`src/rtl/sad_trk_pkg.sv`:
```
package sad_trk_pkg;

  typedef enum logic [1:0] {
    ST_IDLE,
    ST_SCAN,
    ST_DRAIN,
    ST_PREDICT
  } trk_state_e;

  // magnitude of the difference of two pixel values
  function automatic int abs_gap(input int a, input int b);
    return (a > b) ? (a - b) : (b - a);
  endfunction

  // linear address of (row, col) in a row-major array of given stride
  function automatic int raster_index(input int row, input int col, input int stride);
    return row * stride + col;
  endfunction

  // constant-velocity extrapolation of one axis, clamped to [0, hi]
  function automatic int extrapolate_axis(input int cur, input int prev, input int hi);
    int p;
    p = 2 * cur - prev;
    if (p < 0) return 0;
    if (p > hi) return hi;
    return p;
  endfunction

endpackage

```
`src/rtl/sad_trk_scan.sv`:
```
module sad_trk_scan
  import sad_trk_pkg::*;
#(
  parameter int TW = 8,
  parameter int SW = 24,
  localparam int NC  = SW - TW + 1,
  localparam int OW  = (NC > 1) ? $clog2(NC) : 1,
  localparam int TIW = (TW > 1) ? $clog2(TW) : 1,
  localparam int TAW = $clog2(TW * TW),
  localparam int WAW = $clog2(SW * SW)
) (
  input  logic           clk,
  input  logic           rst_n,
  input  logic           clr,
  input  logic           run,
  output logic [TAW-1:0] tpl_addr,
  output logic [WAW-1:0] win_addr,
  output logic [OW-1:0]  cand_x,
  output logic [OW-1:0]  cand_y,
  output logic           pix_first,
  output logic           pix_last,
  output logic           scan_end
);

  logic [TIW-1:0] tx, ty;
  logic [OW-1:0]  cx, cy;

  logic tx_end, ty_end, cx_end, cy_end;
  assign tx_end = (tx == TIW'(TW - 1));
  assign ty_end = (ty == TIW'(TW - 1));
  assign cx_end = (cx == OW'(NC - 1));
  assign cy_end = (cy == OW'(NC - 1));

  always_ff @(posedge clk or negedge rst_n) begin
    if (!rst_n) begin
      tx <= '0;
      ty <= '0;
      cx <= '0;
      cy <= '0;
    end else if (clr) begin
      tx <= '0;
      ty <= '0;
      cx <= '0;
      cy <= '0;
    end else if (run) begin
      if (!tx_end) begin
        tx <= tx + 1'b1;
      end else begin
        tx <= '0;
        if (!ty_end) begin
          ty <= ty + 1'b1;
        end else begin
          ty <= '0;
          if (!cx_end) begin
            cx <= cx + 1'b1;
          end else begin
            cx <= '0;
            cy <= cy_end ? '0 : cy + 1'b1;
          end
        end
      end
    end
  end

  assign tpl_addr  = TAW'(raster_index(int'(ty), int'(tx), TW));
  assign win_addr  = WAW'(raster_index(int'(cy) + int'(ty), int'(cx) + int'(tx), SW));
  assign cand_x    = cx;
  assign cand_y    = cy;
  assign pix_first = (tx == '0) && (ty == '0);
  assign pix_last  = tx_end && ty_end;
  assign scan_end  = tx_end && ty_end && cx_end && cy_end;

endmodule

```
`src/rtl/sad_trk_accum.sv`:
```
module sad_trk_accum
  import sad_trk_pkg::*;
#(
  parameter int PIX_W = 8,
  parameter int SADW  = 14,
  parameter int OW    = 5
) (
  input  logic             clk,
  input  logic             rst_n,
  input  logic             clr,
  input  logic             in_valid,
  input  logic             in_first,
  input  logic             in_last,
  input  logic [OW-1:0]    in_cx,
  input  logic [OW-1:0]    in_cy,
  input  logic [PIX_W-1:0] tpl_pix,
  input  logic [PIX_W-1:0] win_pix,
  output logic             cand_evt,
  output logic             have_best,
  output logic [SADW-1:0]  best_sad,
  output logic [OW-1:0]    best_cx,
  output logic [OW-1:0]    best_cy
);

  logic            s1_valid, s1_first, s1_last;
  logic [OW-1:0]   s1_cx, s1_cy;
  logic [SADW-1:0] acc;
  logic [SADW-1:0] gap;
  logic [SADW-1:0] cand_sad;
  logic            best_upd;

  assign gap      = SADW'(abs_gap(int'(tpl_pix), int'(win_pix)));
  assign cand_sad = (s1_first ? '0 : acc) + gap;
  assign cand_evt = s1_valid && s1_last;
  // strict less-than keeps the earliest candidate on a tie
  assign best_upd = cand_evt && (!have_best || (cand_sad < best_sad));

  always_ff @(posedge clk or negedge rst_n) begin
    if (!rst_n) begin
      s1_valid  <= 1'b0;
      s1_first  <= 1'b0;
      s1_last   <= 1'b0;
      s1_cx     <= '0;
      s1_cy     <= '0;
      acc       <= '0;
      have_best <= 1'b0;
      best_sad  <= '0;
      best_cx   <= '0;
      best_cy   <= '0;
    end else if (clr) begin
      s1_valid  <= 1'b0;
      have_best <= 1'b0;
    end else begin
      s1_valid <= in_valid;
      s1_first <= in_first;
      s1_last  <= in_last;
      s1_cx    <= in_cx;
      s1_cy    <= in_cy;
      if (s1_valid) acc <= cand_sad;
      if (best_upd) begin
        best_sad <= cand_sad;
        best_cx  <= s1_cx;
        best_cy  <= s1_cy;
      end
      if (cand_evt) have_best <= 1'b1;
    end
  end

endmodule

```
`src/rtl/sad_trk_predict.sv`:
```
module sad_trk_predict
  import sad_trk_pkg::*;
#(
  parameter int CW      = 10,
  parameter int SW      = 24,
  parameter int FRAME_W = 640,
  parameter int FRAME_H = 480
) (
  input  logic [CW-1:0] cur_x,
  input  logic [CW-1:0] cur_y,
  input  logic [CW-1:0] prev_x,
  input  logic [CW-1:0] prev_y,
  output logic [CW-1:0] pred_x,
  output logic [CW-1:0] pred_y
);

  assign pred_x = CW'(extrapolate_axis(int'(cur_x), int'(prev_x), FRAME_W - SW));
  assign pred_y = CW'(extrapolate_axis(int'(cur_y), int'(prev_y), FRAME_H - SW));

endmodule

```
`src/rtl/sad_trk_top.sv`:
```
module sad_trk_top
  import sad_trk_pkg::*;
#(
  parameter int PIX_W   = 8,
  parameter int TW      = 8,
  parameter int SW      = 24,
  parameter int FRAME_W = 640,
  parameter int FRAME_H = 480,
  localparam int NC   = SW - TW + 1,
  localparam int OW   = (NC > 1) ? $clog2(NC) : 1,
  localparam int CW   = $clog2((FRAME_W > FRAME_H) ? FRAME_W : FRAME_H),
  localparam int TAW  = $clog2(TW * TW),
  localparam int WAW  = $clog2(SW * SW),
  localparam int SADW = $clog2((2 ** PIX_W - 1) * TW * TW + 1)
) (
  input  logic             clk,
  input  logic             rst_n,
  input  logic             start,
  input  logic [CW-1:0]    org_x,
  input  logic [CW-1:0]    org_y,
  input  logic [CW-1:0]    prev_x,
  input  logic [CW-1:0]    prev_y,
  output logic [TAW-1:0]   tpl_addr,
  input  logic [PIX_W-1:0] tpl_data,
  output logic [WAW-1:0]   win_addr,
  input  logic [PIX_W-1:0] win_data,
  output logic             busy,
  output logic             done,
  output logic [CW-1:0]    loc_x,
  output logic [CW-1:0]    loc_y,
  output logic [SADW-1:0]  min_sad,
  output logic [CW-1:0]    next_org_x,
  output logic [CW-1:0]    next_org_y
);

  trk_state_e state;

  logic [CW-1:0] org_x_q, org_y_q, prev_x_q, prev_y_q;

  // named internal events, also seen by the checker
  logic            start_acc;
  logic            scan_run;
  logic            scan_end;
  logic            pix_first, pix_last;
  logic [OW-1:0]   cand_x, cand_y;
  logic            cand_evt;
  logic            have_best;
  logic [SADW-1:0] run_best;
  logic [OW-1:0]   best_cx, best_cy;
  logic [CW-1:0]   cur_x, cur_y;
  logic [CW-1:0]   pred_x, pred_y;

  assign start_acc = start && (state == ST_IDLE);
  assign scan_run  = (state == ST_SCAN);
  assign busy      = (state != ST_IDLE);

  sad_trk_scan #(
    .TW(TW),
    .SW(SW)
  ) u_scan (
    .clk      (clk),
    .rst_n    (rst_n),
    .clr      (start_acc),
    .run      (scan_run),
    .tpl_addr (tpl_addr),
    .win_addr (win_addr),
    .cand_x   (cand_x),
    .cand_y   (cand_y),
    .pix_first(pix_first),
    .pix_last (pix_last),
    .scan_end (scan_end)
  );

  sad_trk_accum #(
    .PIX_W(PIX_W),
    .SADW (SADW),
    .OW   (OW)
  ) u_accum (
    .clk      (clk),
    .rst_n    (rst_n),
    .clr      (start_acc),
    .in_valid (scan_run),
    .in_first (pix_first),
    .in_last  (pix_last),
    .in_cx    (cand_x),
    .in_cy    (cand_y),
    .tpl_pix  (tpl_data),
    .win_pix  (win_data),
    .cand_evt (cand_evt),
    .have_best(have_best),
    .best_sad (run_best),
    .best_cx  (best_cx),
    .best_cy  (best_cy)
  );

  assign cur_x = org_x_q + CW'(best_cx);
  assign cur_y = org_y_q + CW'(best_cy);

  sad_trk_predict #(
    .CW     (CW),
    .SW     (SW),
    .FRAME_W(FRAME_W),
    .FRAME_H(FRAME_H)
  ) u_predict (
    .cur_x (cur_x),
    .cur_y (cur_y),
    .prev_x(prev_x_q),
    .prev_y(prev_y_q),
    .pred_x(pred_x),
    .pred_y(pred_y)
  );

  always_ff @(posedge clk or negedge rst_n) begin
    if (!rst_n) begin
      state      <= ST_IDLE;
      org_x_q    <= '0;
      org_y_q    <= '0;
      prev_x_q   <= '0;
      prev_y_q   <= '0;
      done       <= 1'b0;
      loc_x      <= '0;
      loc_y      <= '0;
      min_sad    <= '0;
      next_org_x <= '0;
      next_org_y <= '0;
    end else begin
      done <= 1'b0;
      unique case (state)
        ST_IDLE: begin
          if (start) begin
            org_x_q  <= org_x;
            org_y_q  <= org_y;
            prev_x_q <= prev_x;
            prev_y_q <= prev_y;
            state    <= ST_SCAN;
          end
        end
        ST_SCAN: begin
          if (scan_end) state <= ST_DRAIN;
        end
        ST_DRAIN: begin
          state <= ST_PREDICT;
        end
        ST_PREDICT: begin
          loc_x      <= cur_x;
          loc_y      <= cur_y;
          min_sad    <= run_best;
          next_org_x <= pred_x;
          next_org_y <= pred_y;
          done       <= 1'b1;
          state      <= ST_IDLE;
        end
        default: state <= ST_IDLE;
      endcase
    end
  end

endmodule

```
`config.mk`:
```
export PLATFORM = sky130hd
export DESIGN_NAME = sad_trk_top
export DESIGN_NICKNAME = d
export VERILOG_FILES = /design/src/rtl/sad_trk_pkg.sv /design/src/rtl/sad_trk_scan.sv /design/src/rtl/sad_trk_accum.sv /design/src/rtl/sad_trk_predict.sv /design/src/rtl/sad_trk_top.sv
export SDC_FILE = /design/constraint.sdc
export NUM_CORES = 1
export LEC_CHECK = 0
export BUFFER_PORTS_ARGS = -buffer_cell sky130_fd_sc_hd__buf_2
export CORE_MARGIN = 1
export CORE_UTILIZATION = 45
export CTS_BUF_LIST = sky130_fd_sc_hd__clkbuf_8 sky130_fd_sc_hd__clkbuf_16
export DETAILED_ROUTE_END_ITERATION = 8
export HOLD_SLACK_MARGIN = 0.03
export SLEW_MARGIN = 20
export SYNTH_ARGS = -nofsm -noshare
export SYNTH_HDL_FRONTEND = slang
export SYNTH_SLANG_ARGS = --single-unit
```
`constraint.sdc`:
```
create_clock -name clk -period 5.95 [get_ports clk]
set_clock_uncertainty 0.05 [all_clocks]
set_input_delay 1.19 -clock clk [delete_from_list [all_inputs] [get_ports clk]]
set_output_delay 1.19 -clock clk [all_outputs]
set_load 0.02 [all_outputs]
```
* Word level (Yosys, flattened, before mapping)
Index checks and enable logic that the tools add are counted. Widths: inputs -> output; s select.
Operators by class: equal/unequal tests 9, bitwise logic cells 1, reductions and logical operators 25, $add $sub $neg 15, magnitude comparators 6, multiplexer cells 39, $mul 1, shifts and indexed selects 0, divide/modulo/power cells 0
Operators by type and width (count):
- $mux 5 | 11
- $mux 10 | 5
- $mul 32x3->7 const B | 1
- $mux 14 | 2
- $lt 12x1->1 const B | 2
- $sub 11x10->12 | 2
- $mux 3 | 7
- $add 10x5->10 | 2
- $sub 8x8->9 | 2
- $add 14x14->14 | 1
- $lt 14x14->1 | 1
- $add 5x3->6 | 2
- $gt 12x10->1 const B | 1
- $gt 12x11->1 const B | 1
- $reduce_bool 2->1 | 6
- $add 10x10->10 | 1
- $add 5x1->5 const B | 2
- $eq 5x5->1 const B | 2
- $mux 1 | 10
- $reduce_and 2->1 | 5
- $mux 9 | 1
- $gt 8x8->1 | 1
- $pmux 2 s4 | 1
- $logic_and 1x1->1 | 7
- 14 further kinds | 20
Word-level totals: bits in registers 165, bits in latches 0, output and inout port bits 72, word-level logic and storage cells 121, RAM bits 0, memory bits (read-only) 0, memories 0, bits of input ports 59

* Depth between registers and ports, before layout
Gate-level depths: netlist of the first run.
depth in word-level cells 7, gate-level depth with buffers 26, gate-level depth less buffers 25

* By module
A second synthesis of the first run with hierarchy kept.
Second synthesis, totals: cells, all modules 1031, area, all modules 10730.3 µm²
By module, submodules not included:
- sad_trk_top | times used 1, sequential area each 2427.3 µm², area each 4346.7 µm², cells an instance 325
- sad_trk_accum | times used 1, sequential area each 1301.2 µm², area each 3631.0 µm², cells an instance 362
- sad_trk_scan | times used 1, sequential area each 400.4 µm², area each 1481.4 µm², cells an instance 161
- sad_trk_predict | times used 1, sequential area each 0.0 µm², area each 1271.2 µm², cells an instance 183

* Least setup slack after synthesis of the first run
OpenSTA, ideal clock, no wires.
path kind input-to-reg, start point input port tpl_data[1], end point register u_accum.best_sad[10], stages 22, library setup time 0.125 ns, data required time 5.775 ns, slack -0.512 ns, data arrival time 6.287 ns, path buffers 1, cell sequence inv_1 -> ha_1 -> nor2b_1 -> o31ai_4 -> a2111oi_4 -> o31ai_1 -> and2_0 -> a221o_1 -> a21oi_1 -> xnor2_1 -> ha_1 -> nand2_1 -> a2bb2oi_1 -> a31oi_1 -> a311oi_1 -> o21a_1 -> xnor3_1 -> ha_1 -> nand3_1 -> o211ai_1 -> clkbuf_1 -> mux2_2
On the way: longest elaborated chain between the ends 7, elaborated cells on any way between the ends 9, classes of those cells 3 x add/sub; 2 x order compare; 1 x mux; 3 x reduce/logical
Ends and longest elaborated chain:
- start: declaration | line sad_trk_top.sv:24 | input logic [PIX_W-1:0] tpl_data,
- $sub 8x8->9 / $gt 8x8->1 (equally long branches) | line sad_trk_pkg.sv:12 | return (a > b) ? (a - b) : (b - a);
- $mux 14 * | line sad_trk_pkg.sv:12
- $add 14x14->14 * | line sad_trk_accum.sv:33 | assign cand_sad = (s1_first ? '0 : acc) + gap;
- named net u_accum.cand_sad[13] | line sad_trk_accum.sv:29 | logic [SADW-1:0] cand_sad;
- $lt 14x14->1 * | line sad_trk_accum.sv:36 | assign best_upd = cand_evt && (!have_best || (cand_sad < best_sad));
- $logic_or 1x1->1 * | line sad_trk_accum.sv:36
- $logic_and 1x1->1 * | line sad_trk_accum.sv:36
- $reduce_and 2->1 (no line) *
- end signal: assignment | line sad_trk_accum.sv:61 | best_sad <= cand_sad;
- end: declaration | line sad_trk_accum.sv:20 | output logic [SADW-1:0] best_sad,
Mark *: on every way through the listed nets, which the timed path passes. The rest lies on a longest branch. A chain may end at the register's enable or synchronous reset.

* Worst setup path in the final report of the first run
start point input port tpl_data[2], end point register u_accum.best_sad[13]
On the way: longest elaborated chain between the ends 7, elaborated cells on any way between the ends 9, classes of those cells 3 x add/sub; 2 x order compare; 1 x mux; 3 x reduce/logical
Ends and longest elaborated chain (line):
- $sub 8x8->9 / $gt 8x8->1 (equally long branches) | sad_trk_pkg.sv:12
- $mux 14 * | sad_trk_pkg.sv:12
- $add 14x14->14 * | sad_trk_accum.sv:33
- named net u_accum.cand_sad[13] | sad_trk_accum.sv:29
- $lt 14x14->1 | sad_trk_accum.sv:36
- $logic_or 1x1->1 | sad_trk_accum.sv:36
- $logic_and 1x1->1 | sad_trk_accum.sv:36
- $reduce_and 2->1 (no line)
Marks and branches as above.

==> run metrics, run 1 <==
Row Count=55; count of max-cap constraint violations=0; Net count, final=~1,400; cell-by-cell listing of the critical path=buf_2, ha_1, buf_4, o31ai_4, a2111oi_4, o31a_1, buf_4, a211o_1, a31oi_1, xnor2_1, ha_1, or2_1, a21oi_2, a31oi_4, a311oi_2, o21a_1, xnor3_1, ha_1, nand3_1, o211ai_1, buf_4, buf_6, mux2_2; kind of capture point of the worst setup path=flop; Reg-to-Reg Start=u_accum.s1_first$_DFFE_PN0N_; required time worst endpoint=6200 ps; number of endpoints failing setup at the final stage=0; number of fill cells in the layout=2,066; Clock Path Buffers=2; half-perimeter wire length after placement=18,000 µm; number of instances in the synthesized netlist=1,076; number of vias per cell=roughly 5; Avg Cell Area, Syn=9.77 µm²; largest delay contributor family on the critical path=compound AO/OA/AOI/OAI gates; antenna diode instance count=0; non-filler cells in the finished layout=1,592; net count after synthesis=1,254; number of slew-limit violations in the final report=0; max-slew headroom at the worst pin=45.6%; First-pass DRT Iterations=5; share of post-route cells with drive strength above 1=26.9%; share of flip-flops with an asynchronous set or reset after synthesis=100%; die height=approximately 150 µm; clock sink count=approximately 170; Worst Tran Pin Value=816 ps; TritonCTS clock tree=built; Synth Cell Area=10,500 µm²; commonest non-fill, non-tap cells in the layout=165 x sky130_fd_sc_hd__dfrtp_1, 145 x sky130_fd_sc_hd__nand2_1, 129 x sky130_fd_sc_hd__buf_2; average wire per standard cell=15.3 µm; YS warnings=0; count of boundary I/O pins=131; maximum level of the CTS H-tree=4; number of remaining DRC errors=0; outcome=completed; overall overflow remaining after global route=0; vias post-DR=8,122; hold violation count in the final report=0; highest cell delay on the worst timing path=340 ps; most used flip-flop cell after synthesis=sky130_fd_sc_hd__dfrtp_1; share of the core filled with cells in the final layout=between 50% and 60%; Tcrit/Tclk final=99.6%; number of global-route vias before repair=7,938; first-pass GRT wire length=between 40,000 and 50,000 µm; TritonCTS Buffers=17; Hold Slack=410 ps; number of placed instances, taps included=about 1,600; timing startpoint of the critical path=tpl_data[2]; worst setup slack before clock tree synthesis=-262 ps; VDD IR-drop max=0.000201 V; power per standard cell area=~320 nW/µm²; buffering stage count on the worst path with inverters included=5; number of port buffers=130; highest net fanout along the worst path=8; number of antenna violations at the first check in global routing=0; die footprint=between 20,000 and 25,000 µm²; min-delay worst type=reg -> reg; sequential cell area fraction in the yosys report=39.3%; P&R area growth vs syn=21.6%; pin count of the biggest net entering global routing=87; arrival time at the worst endpoint=6180 ps; most common library cell in the layout ignoring fill and taps=sky130_fd_sc_hd__dfrtp_1; highest attainable clock frequency=169 MHz; unrepaired setup endpoints after global routing=yes; cell at the root of the clock tree=sky130_fd_sc_hd__clkbuf_16; startpoint class of the critical path=input pin; GPL Wtd Cong=0.870; start point of the worst min-delay path=u_accum.s1_cy[2]$_DFFE_PN0N_; initial core utilization=46.2%; reported leakage power=approximately 6.7 nW; minimum clock period after layout=5930 ps; cell type of the slowest stage on the worst timing path=sky130_fd_sc_hd__a311oi_2; count of cell types in the netlist=between 70 and 80; Horiz. Die Dim=155 µm; Core Area=around 23,000 µm²; starting DRC count in detailed routing=395; total routing usage reported by global routing=21.2%; clock slew at the register clock pins of the worst setup and hold paths=60 ps; antenna-violating nets left=0; Worst Slack Setup Final=approximately 21 ps; number of synthesized flops with an enable pin=0; number of storage elements in the synthesis netlist=165; type of the worst setup path=in -> reg; Total Wirelength=24,400 µm; clk_lat worst skew=420 ps
[worst min-delay path: stages, from the launching register on]
cell and delay [ps]:
sky130_fd_sc_hd__dfrtp_1 340, sky130_fd_sc_hd__nand2_1 50, sky130_fd_sc_hd__nand2_1 40
[worst paths after layout]
kind	endpoint	slack, ps	cells past startpoint
worst max-delay path	u_accum.best_sad[13]$_DFFE_PN0P_	20	23
worst min register to register	u_accum.s1_cy[2]$_DFFE_PN0N_	410	2
max in group asynchronous	u_accum.best_cx[0]$_DFFE_PN0P_	3920	2
worst min-delay path	u_accum.s1_cy[2]$_DFFE_PN0N_	410	2
min in group asynchronous	next_org_y[0]$_DFFE_PN0P_	760	1
worst max register to register	u_accum.best_cx[0]$_DFFE_PN0P_	1870	17
[layer usage]
metal  up-vias  global-route usage (%)  routed length, µm
met3        15                    3.15                813
met4         0                    3.91                187
li1       4076                       -                  -
met1      3872                    31.1              12600
met2       159                    33.2              10900
met5         -                       0                  0
[cell families (layout without fill, tap and decap cells)]
group | after synthesis | in the layout | share of synthesized area, %
compound gates | 213 | 213 | 13.8
xor+xnor | 67 | 67 | 5.71
fa+ha+maj | 119 | 119 | 14.9
buf+inv | 130 | 333 | 4.85
flops | 165 | 165 | 39.3
mux | 70 | 70 | 7.41
simple gates | 312 | 312 | 14.0
[metrics by stage]
step	TNS (ps)	cell area (µm²)	total power, mW
after floorplan	-2510	10600	2.25
after global placement	-2970	12100	2.82
after detailed placement	-5390	12100	2.85
after CTS	0	12700	4.03
after global routing	-3480	12800	4.34
final	0	12800	4.09
[sequential cells by signal, summed over array words and instances, names as in the netlist, 2 cells and up]
signal,count
min_sad,14
u_accum.acc,14
u_accum.best_sad,14
loc_x,10
loc_y,10
next_org_x,10
next_org_y,10
org_x_q,10
org_y_q,10
prev_x_q,10
prev_y_q,10
u_accum.best_cx,5
u_accum.best_cy,5
u_accum.s1_cx,5
u_accum.s1_cy,5
u_scan.cand_x,5
u_scan.cand_y,5
u_scan.tx,3
u_scan.ty,3
state,2
[what timing repair did]
action	4_1_cts	5_1_grt
buffers inserted	0	6
setup endpoints to repair	0	23
hold endpoints to repair	0	0
gates resized for setup	0	13
hold buffers	0	0
[report_power, final]
part | leakage, nW | total (mW) | switching, mW | internal [mW]
clock | 0.302 | 1.15 | 0.456 | 0.694
sequential | 2.07 | 1.26 | 0.0485 | 1.21
combinational | 4.29 | 1.68 | 0.799 | 0.876
total | 6.67 | 4.09 | 1.30 | 2.78
[layout make-up]
| cell class | count | area (µm²) | area share (%) |
|---|---|---|---|
| well taps | 313 | 392 | 3.06 |
| multi-input cells | 781 | 6040 | 47.2 |
| inverters | 97 | 377 | 2.94 |
| clock inverters | 12 | 151 | 1.18 |
| clock buffers | 20 | 467 | 3.65 |
| repair buffers | 204 | 1230 | 9.65 |
| flip-flops and latches | 165 | 4130 | 32.3 |
[cells in the mapped netlist (5+ instances only)]
cell type | number | area (µm²)
sky130_fd_sc_hd__dfrtp_1 | 165 | 4130
sky130_fd_sc_hd__nand2_1 | 146 | 548
sky130_fd_sc_hd__ha_1 | 108 | 1350
sky130_fd_sc_hd__inv_1 | 97 | 364
sky130_fd_sc_hd__mux2_2 | 63 | 709
sky130_fd_sc_hd__o21ai_0 | 55 | 275
sky130_fd_sc_hd__a21oi_1 | 52 | 260
sky130_fd_sc_hd__nor2_1 | 51 | 191
sky130_fd_sc_hd__xnor2_1 | 44 | 385
sky130_fd_sc_hd__clkbuf_1 | 27 | 101
sky130_fd_sc_hd__nor2b_1 | 26 | 163
sky130_fd_sc_hd__a21o_1 | 22 | 165
sky130_fd_sc_hd__xor2_1 | 22 | 193
sky130_fd_sc_hd__nand2b_1 | 14 | 87.6
sky130_fd_sc_hd__nand3_1 | 14 | 70.1
sky130_fd_sc_hd__nor3_1 | 14 | 70.1
sky130_fd_sc_hd__fa_1 | 11 | 220
sky130_fd_sc_hd__a31oi_1 | 8 | 50.1
sky130_fd_sc_hd__and2_1 | 8 | 50.1
sky130_fd_sc_hd__o21a_1 | 8 | 60.1
sky130_fd_sc_hd__mux2i_1 | 7 | 70.1
sky130_fd_sc_hd__nand4_1 | 7 | 43.8
sky130_fd_sc_hd__o21bai_1 | 6 | 45.0
sky130_fd_sc_hd__o2bb2ai_1 | 6 | 52.6
sky130_fd_sc_hd__a32o_1 | 5 | 50.1
sky130_fd_sc_hd__o22ai_1 | 5 | 31.3
Power figures use the tool's default switching activity.
==> run 2: changes to the inputs <==
Clock period 5.95 ns to 6.2 ns, I/O delays scaled along.
==> run 2 against run 1 <==
Routed wire length fell by 4.5%. First-iteration DRC count fell by 25%. Sequential share of layout area rose by 1.1 points. Largest power group unchanged. Via count fell by 1.4%. Combinational power fell by 19%. Clock power barely moved. Cell count fell by 2.6%.
==> run metrics, run 2 (synthesized netlist as in run 1, its figures left out) <==
number of remaining DRC errors=0; type of the worst setup path=in -> reg; count of boundary I/O pins=131; maximum level of the CTS H-tree=4; Power Total=3.68 mW; arrival time at the worst endpoint=6120 ps; highest attainable clock frequency=171 MHz; Internal Power=2.49 mW; pin count of the biggest net entering global routing=88; Worst Tran Pin Value=1070 ps; number of vias per cell=5.16; total routing usage reported by global routing=about a fifth; vias post-DR=8,005; unrepaired setup endpoints after global routing=no; Hold Slack=a little over 400 ps; commonest non-fill, non-tap cells in the layout=165 x sky130_fd_sc_hd__dfrtp_1, 146 x sky130_fd_sc_hd__nand2_1, 129 x sky130_fd_sc_hd__buf_2; cell-by-cell listing of the critical path=buf_2, inv_1, ha_1, nor2b_4, o31ai_4, a2111oi_4, o31a_1, buf_4, a211o_1, a31oi_1, xnor2_1, ha_1, or2_1, a21oi_1, a31oi_2, a311oi_2, o21a_1, xnor3_1, ha_1, nand3_1, o211ai_1, buf_4, buf_12, mux2_2; cell mode on critical path=sky130_fd_sc_hd__ha_1; minimum clock period after layout=a little under 6000 ps; cell type of the slowest stage on the worst timing path=sky130_fd_sc_hd__mux2_2; top flop regs=min_sad: 14 flops, u_accum.acc: 14 flops, u_accum.best_sad: 14 flops; worst setup slack before clock tree synthesis=-131 ps; antenna diode instance count=0; Worst Slack Setup Final=340 ps; power per standard cell area=298 nW/µm²; proportion of power drawn by flip-flops and latches=roughly 33%; Horiz. Die Dim=155 µm; highest net fanout along the worst path=22; first-pass GRT wire length=slightly below 40,000 µm; antenna-violating nets left=0; TritonCTS clock tree=built; First-pass DRT Iterations=5; hold violation count in the final report=0; startpoint class of the critical path=input pin; share of post-route cells with drive strength above 1=roughly a quarter; hold path depth=2; proportion of total power due to net switching=32.3%; number of fill cells in the layout=2,121; die height=about 150 µm; starting DRC count in detailed routing=slightly below 300; half-perimeter wire length after placement=17,300 µm; reported leakage power=6.45 nW; hold_buf cts=0; clk_lat worst skew=430 ps; Net count, final=1,402; cells on worst reg2reg path=17; number of slew-limit violations in the final report=0; number of antenna violations at the first check in global routing=0; Row Count=55; number of endpoints failing setup at the final stage=0; VDD IR-drop max=0.000214 V; Core Area=22,800 µm²; number of global-route vias before repair=8,115; P&R area growth vs syn=17.4%; most common library cell in the layout ignoring fill and taps=sky130_fd_sc_hd__dfrtp_1; kind of capture point of the worst setup path=flop; cell at the root of the clock tree=sky130_fd_sc_hd__clkbuf_16; clock sink count=165; count of max-cap constraint violations=0; min-delay worst type=reg -> reg; Logic pwr share=36.9%; Total Wirelength=23,300 µm; Clock Path Buffers=2; initial core utilization=46.2%; relative contribution of the clock network to total power=a little under a third; clock slew at the register clock pins of the worst setup and hold paths=about 70 ps; average wire per standard cell=between 15 and 20 µm; GPL Wtd Cong=about 0.86; overall overflow remaining after global route=0; required time worst endpoint=6460 ps; die footprint=24,000 µm²; highest cell delay on the worst timing path=360 ps; TritonCTS Buffers=17; max-slew headroom at the worst pin=28.3%; Tcrit/Tclk final=between 90% and 100%; outcome=completed; number of port buffers=130; Sw Pwr=1.19 mW
run 2: changes by cell type in the layout (fill, tap and decap cells not counted), sizes merged:
cell	before	now
clkbuf	21	17
buf	203	162
inv	101	104
clkinvlp	3	2
clkinv	2	3
run 2: worst paths after layout:
path	from	slack [ps]	to
max in group asynchronous	rst_n	4180	min_sad[1]$_DFFE_PN0P_
min reg2reg	u_accum.s1_cx[4]$_DFFE_PN0N_	420	u_accum.s1_cx[4]$_DFFE_PN0N_
max	tpl_data[1]	340	u_accum.best_cy[3]$_DFFE_PN0P_
min	u_accum.s1_cx[4]$_DFFE_PN0N_	420	u_accum.s1_cx[4]$_DFFE_PN0N_
max reg2reg	u_accum.s1_first$_DFFE_PN0N_	2110	u_accum.best_cy[3]$_DFFE_PN0P_
min in group asynchronous	rst_n	710	next_org_y[2]$_DFFE_PN0P_
run 2: timing repair:
item / in CTS / in global routing
setup buffers: 0 / 1
endpoints found under the setup margin: 0 / 23
resized for setup: 0 / 1
run 2: through the flow:
step                util (%)  setup TNS [ps]  instances  instance area (µm²)
finish                  54.2               0       1550                12400
floorplan                  -               0       1076                10600
global placement        51.5               0       1517                11700
CTS                     54.2               0       1549                12300
detailed placement      51.5           -2410       1517                11700
global route            54.2               0       1550                12400
run 2: power groups by stage:
stage | sequential (mW) | clock (mW) | combinational [mW]
finish | 1.21 | 1.12 | 1.36
global route | 1.21 | 1.18 | 1.53
CTS | 1.21 | 1.14 | 1.37
detailed placement | 1.23 | 0 | 1.34
global placement | 1.22 | 0 | 1.32
floorplan | 1.21 | 0 | 0.951
run 2: final cells by class:
type | instances | area (µm²) | area share [%]
clock buffer | 17 | 425 | 3.44
clock inverter | 15 | 194 | 1.57
inverter | 97 | 364 | 2.95
multi-input combinational | 781 | 5940 | 48.1
sequential | 165 | 4130 | 33.4
tap | 313 | 392 | 3.17
timing repair buffer | 162 | 910 | 7.37
run 2: routing by layer:
layer	global-route usage [%]	vias up	wire (µm)
met5	0	-	0
met4	5.70	0	262
met3	2.65	20	575
met2	34.7	126	11300
met1	27.4	3872	11200
li1	-	3987	-
run 2: critical path, delay by kind of cell:
| kind | cells | cell delay [ps] |
|---|---|---|
| compound gates | 10 | 2120 |
| fa+ha+maj | 3 | 900 |
| buf+inv | 5 | 650 |
| simple gates | 3 | 450 |
| xor+xnor | 2 | 390 |
| mux | 1 | 360 |
==> run 3: changes to the inputs <==
==> constraint.sdc (replaced) <==
create_clock -name clk -period 6.2 [get_ports clk]
set_clock_uncertainty 0.05 [all_clocks]
set_input_delay 0.31 -clock clk [delete_from_list [all_inputs] [get_ports clk]]
set_output_delay 0.31 -clock clk [all_outputs]
set_load 0.02 [all_outputs]
==> run 3 against run 2 <==
Cell count down 0.71%. Non-clock buffer count down 9. Sequential share of layout area up 0.34 points. Sequential power about the same. Critical path type unchanged. Via count down 0.89%. Combinational power down 11%. Register-to-register slack worse by 100 ps. Total power down 5.0%. Clock-buffer cell count up 1. Global-route usage about the same. Core utilization down 0.54 points. Critical path depth down 1.
==> run metrics, run 3 (synthesized netlist as in run 1, its figures left out) <==
number of endpoints failing setup at the final stage=0; buffers inserted by post-CTS timing repair=0; commonest non-fill, non-tap cells in the layout=165 x sky130_fd_sc_hd__dfrtp_1, 146 x sky130_fd_sc_hd__nand2_1, 129 x sky130_fd_sc_hd__buf_2; reported leakage power=6.37 nW; met2 track demand over resource=33.6%; half-perimeter wire length after placement=16,900 µm; first-pass GRT wire length=39,200 µm; cell at the root of the clock tree=sky130_fd_sc_hd__clkbuf_16; count of boundary I/O pins=between 100 and 150; VDD IR-drop max=0.000192 V; number of remaining DRC errors=0; die footprint=24,000 µm²; TritonCTS Buffers=17; startpoint class of the critical path=input pin; Tcrit/Tclk final=87.6%; Row Count=55; total routing usage reported by global routing=20.4%; share of the core filled with cells in the final layout=53.7%; number of antenna violations at the first check in global routing=0; clk_lat worst skew=approximately 420 ps; Worst Tran Pin Value=854 ps; antenna-violating nets left=0; starting DRC count in detailed routing=~360; clock sink count=165; clock slew at the register clock pins of the worst setup and hold paths=70 ps; share of post-route cells with drive strength above 1=20.6%; die height=155 µm; antenna diode instance count=0; arrival time at the worst endpoint=5690 ps; max-slew headroom at the worst pin=43.1%; hold violation count in the final report=0; power per standard cell area=between 200 and 300 nW/µm²; global-route track usage on met3=3.20%; Most Used Layer, Global Route=met2; FF/Latch Area=4130 µm²; number of gates resized after CTS=0; initial core utilization=46.2%; GPL Wtd Cong=~0.90; met1 capacity usage during global routing=27.8%; Horiz. Die Dim=155 µm; type of the worst setup path=in -> reg; outcome=completed; Core Area=22,800 µm²; First-pass DRT Iterations=7; P&R area growth vs syn=16.3%; average wire per standard cell=14.9 µm; Clock Path Buffers=2; highest attainable clock frequency=approximately 180 MHz; overall overflow remaining after global route=0; vias post-DR=between 7,000 and 8,000; count of max-cap constraint violations=0; required time worst endpoint=6460 ps; setup_tns=0 ps; TritonCTS clock tree=built; number of port buffers=130; highest net fanout along the worst path=17; top flop regs=min_sad: 14 flops, u_accum.acc: 14 flops, u_accum.best_sad: 14 flops; most common library cell in the layout ignoring fill and taps=sky130_fd_sc_hd__dfrtp_1; minimum clock period after layout=approximately 5400 ps; unrepaired setup endpoints after global routing=no; Total Wirelength=~23,000 µm; pin count of the biggest net entering global routing=89; hold_buf cts=14; number of vias per cell=5.16; kind of capture point of the worst setup path=flop; Net count, final=1,393; Power Total=3.50 mW; number of slew-limit violations in the final report=0; number of fill cells in the layout=2,119; multi-input gate area in the final layout=5880 µm²; min-delay worst type=in -> reg; maximum level of the CTS H-tree=4; number of global-route vias before repair=8,044
-- run 3: cell types whose count changed in the layout (fill, tap and decap cells not counted), moves of 2 or more --
cell	change
sky130_fd_sc_hd__a21oi_1	+3
sky130_fd_sc_hd__a21oi_2	-3
sky130_fd_sc_hd__buf_4	-23
sky130_fd_sc_hd__dlygate4sd3_1	+14
sky130_fd_sc_hd__inv_6	-2
sky130_fd_sc_hd__nor2b_1	+2
sky130_fd_sc_hd__o31ai_1	+2
sky130_fd_sc_hd__o31ai_2	-2
-- run 3: critical path: stages --
cell and delay, ps:
sky130_fd_sc_hd__buf_2 120, sky130_fd_sc_hd__inv_1 70, sky130_fd_sc_hd__ha_1 320, sky130_fd_sc_hd__nor2b_1 170, sky130_fd_sc_hd__o31ai_4 230, sky130_fd_sc_hd__a2111oi_4 140
sky130_fd_sc_hd__o31ai_1 700, sky130_fd_sc_hd__and2_0 210, sky130_fd_sc_hd__a221o_1 100, sky130_fd_sc_hd__a21oi_1 70, sky130_fd_sc_hd__xnor2_1 150, sky130_fd_sc_hd__ha_1 340
sky130_fd_sc_hd__nand2_1 110, sky130_fd_sc_hd__a2bb2oi_1 190, sky130_fd_sc_hd__a31oi_1 160, sky130_fd_sc_hd__a311oi_1 420, sky130_fd_sc_hd__o21a_1 240, sky130_fd_sc_hd__xnor3_1 350
sky130_fd_sc_hd__ha_1 310, sky130_fd_sc_hd__nand3_1 60, sky130_fd_sc_hd__o211ai_1 210, sky130_fd_sc_hd__buf_4 300, sky130_fd_sc_hd__mux2_2 360
-- run 3: where the power goes --
part | total (mW) | switching [mW] | leakage, nW | internal (mW)
sequential | 1.21 | 0.0441 | 2.07 | 1.16
combinational | 1.21 | 0.633 | 4.00 | 0.574
clock | 1.08 | 0.442 | 0.290 | 0.641
total | 3.50 | 1.12 | 6.37 | 2.38
-- run 3: routing by layer --
layer | up-vias | wire length (µm)
met2 | 120 | 11000
met4 | 0 | 319
met3 | 28 | 591
met1 | 3819 | 11000
li1 | 3967 | -
met5 | - | 0
-- run 3: area by class of cell --
class / instances / area share [%]
Clock inverter: 12 / 1.26
Sequential cell: 165 / 33.8
Inverter: 97 / 2.98
Clock buffer: 18 / 3.59
Timing Repair Buffer: 153 / 7.10
Multi-Input combinational cell: 781 / 48.1
Tap cell: 313 / 3.20
-- run 3: path summary, 6_finish.rpt --
path,from,to,slack (ps),depth (start not counted)
setup / recovery,tpl_data[1],u_accum.best_cy[3]$_DFFE_PN0P_,770,23
setup reg to reg,u_accum.s1_first$_DFFE_PN0N_,u_accum.best_cy[3]$_DFFE_PN0P_,2010,14
max in group asynchronous,rst_n,u_accum.acc[8]$_DFFE_PN0P_,4440,3
hold reg to reg,u_accum.s1_cy[4]$_DFFE_PN0N_,u_accum.s1_cy[4]$_DFFE_PN0N_,410,2
min in group asynchronous,rst_n,next_org_y[0]$_DFFE_PN0P_,460,2
hold / removal,prev_y[1],prev_y_q[1]$_DFFE_PN0P_,40,3
-- run 3: metrics by stage --
stage | instances | setup slack, ps | instance area [µm²] | hold slack (ps)
2_1_floorplan | 1076 | 618 | 10500 | -35.6
3_3_place_gp | 1495 | 472 | 11500 | 386
3_5_place_dp | 1495 | 356 | 11500 | 390
4_1_cts | 1539 | 792 | 12200 | 30.4
5_1_grt | 1539 | 351 | 12200 | 39.6
6_report | 1539 | 771 | 12200 | 37.8
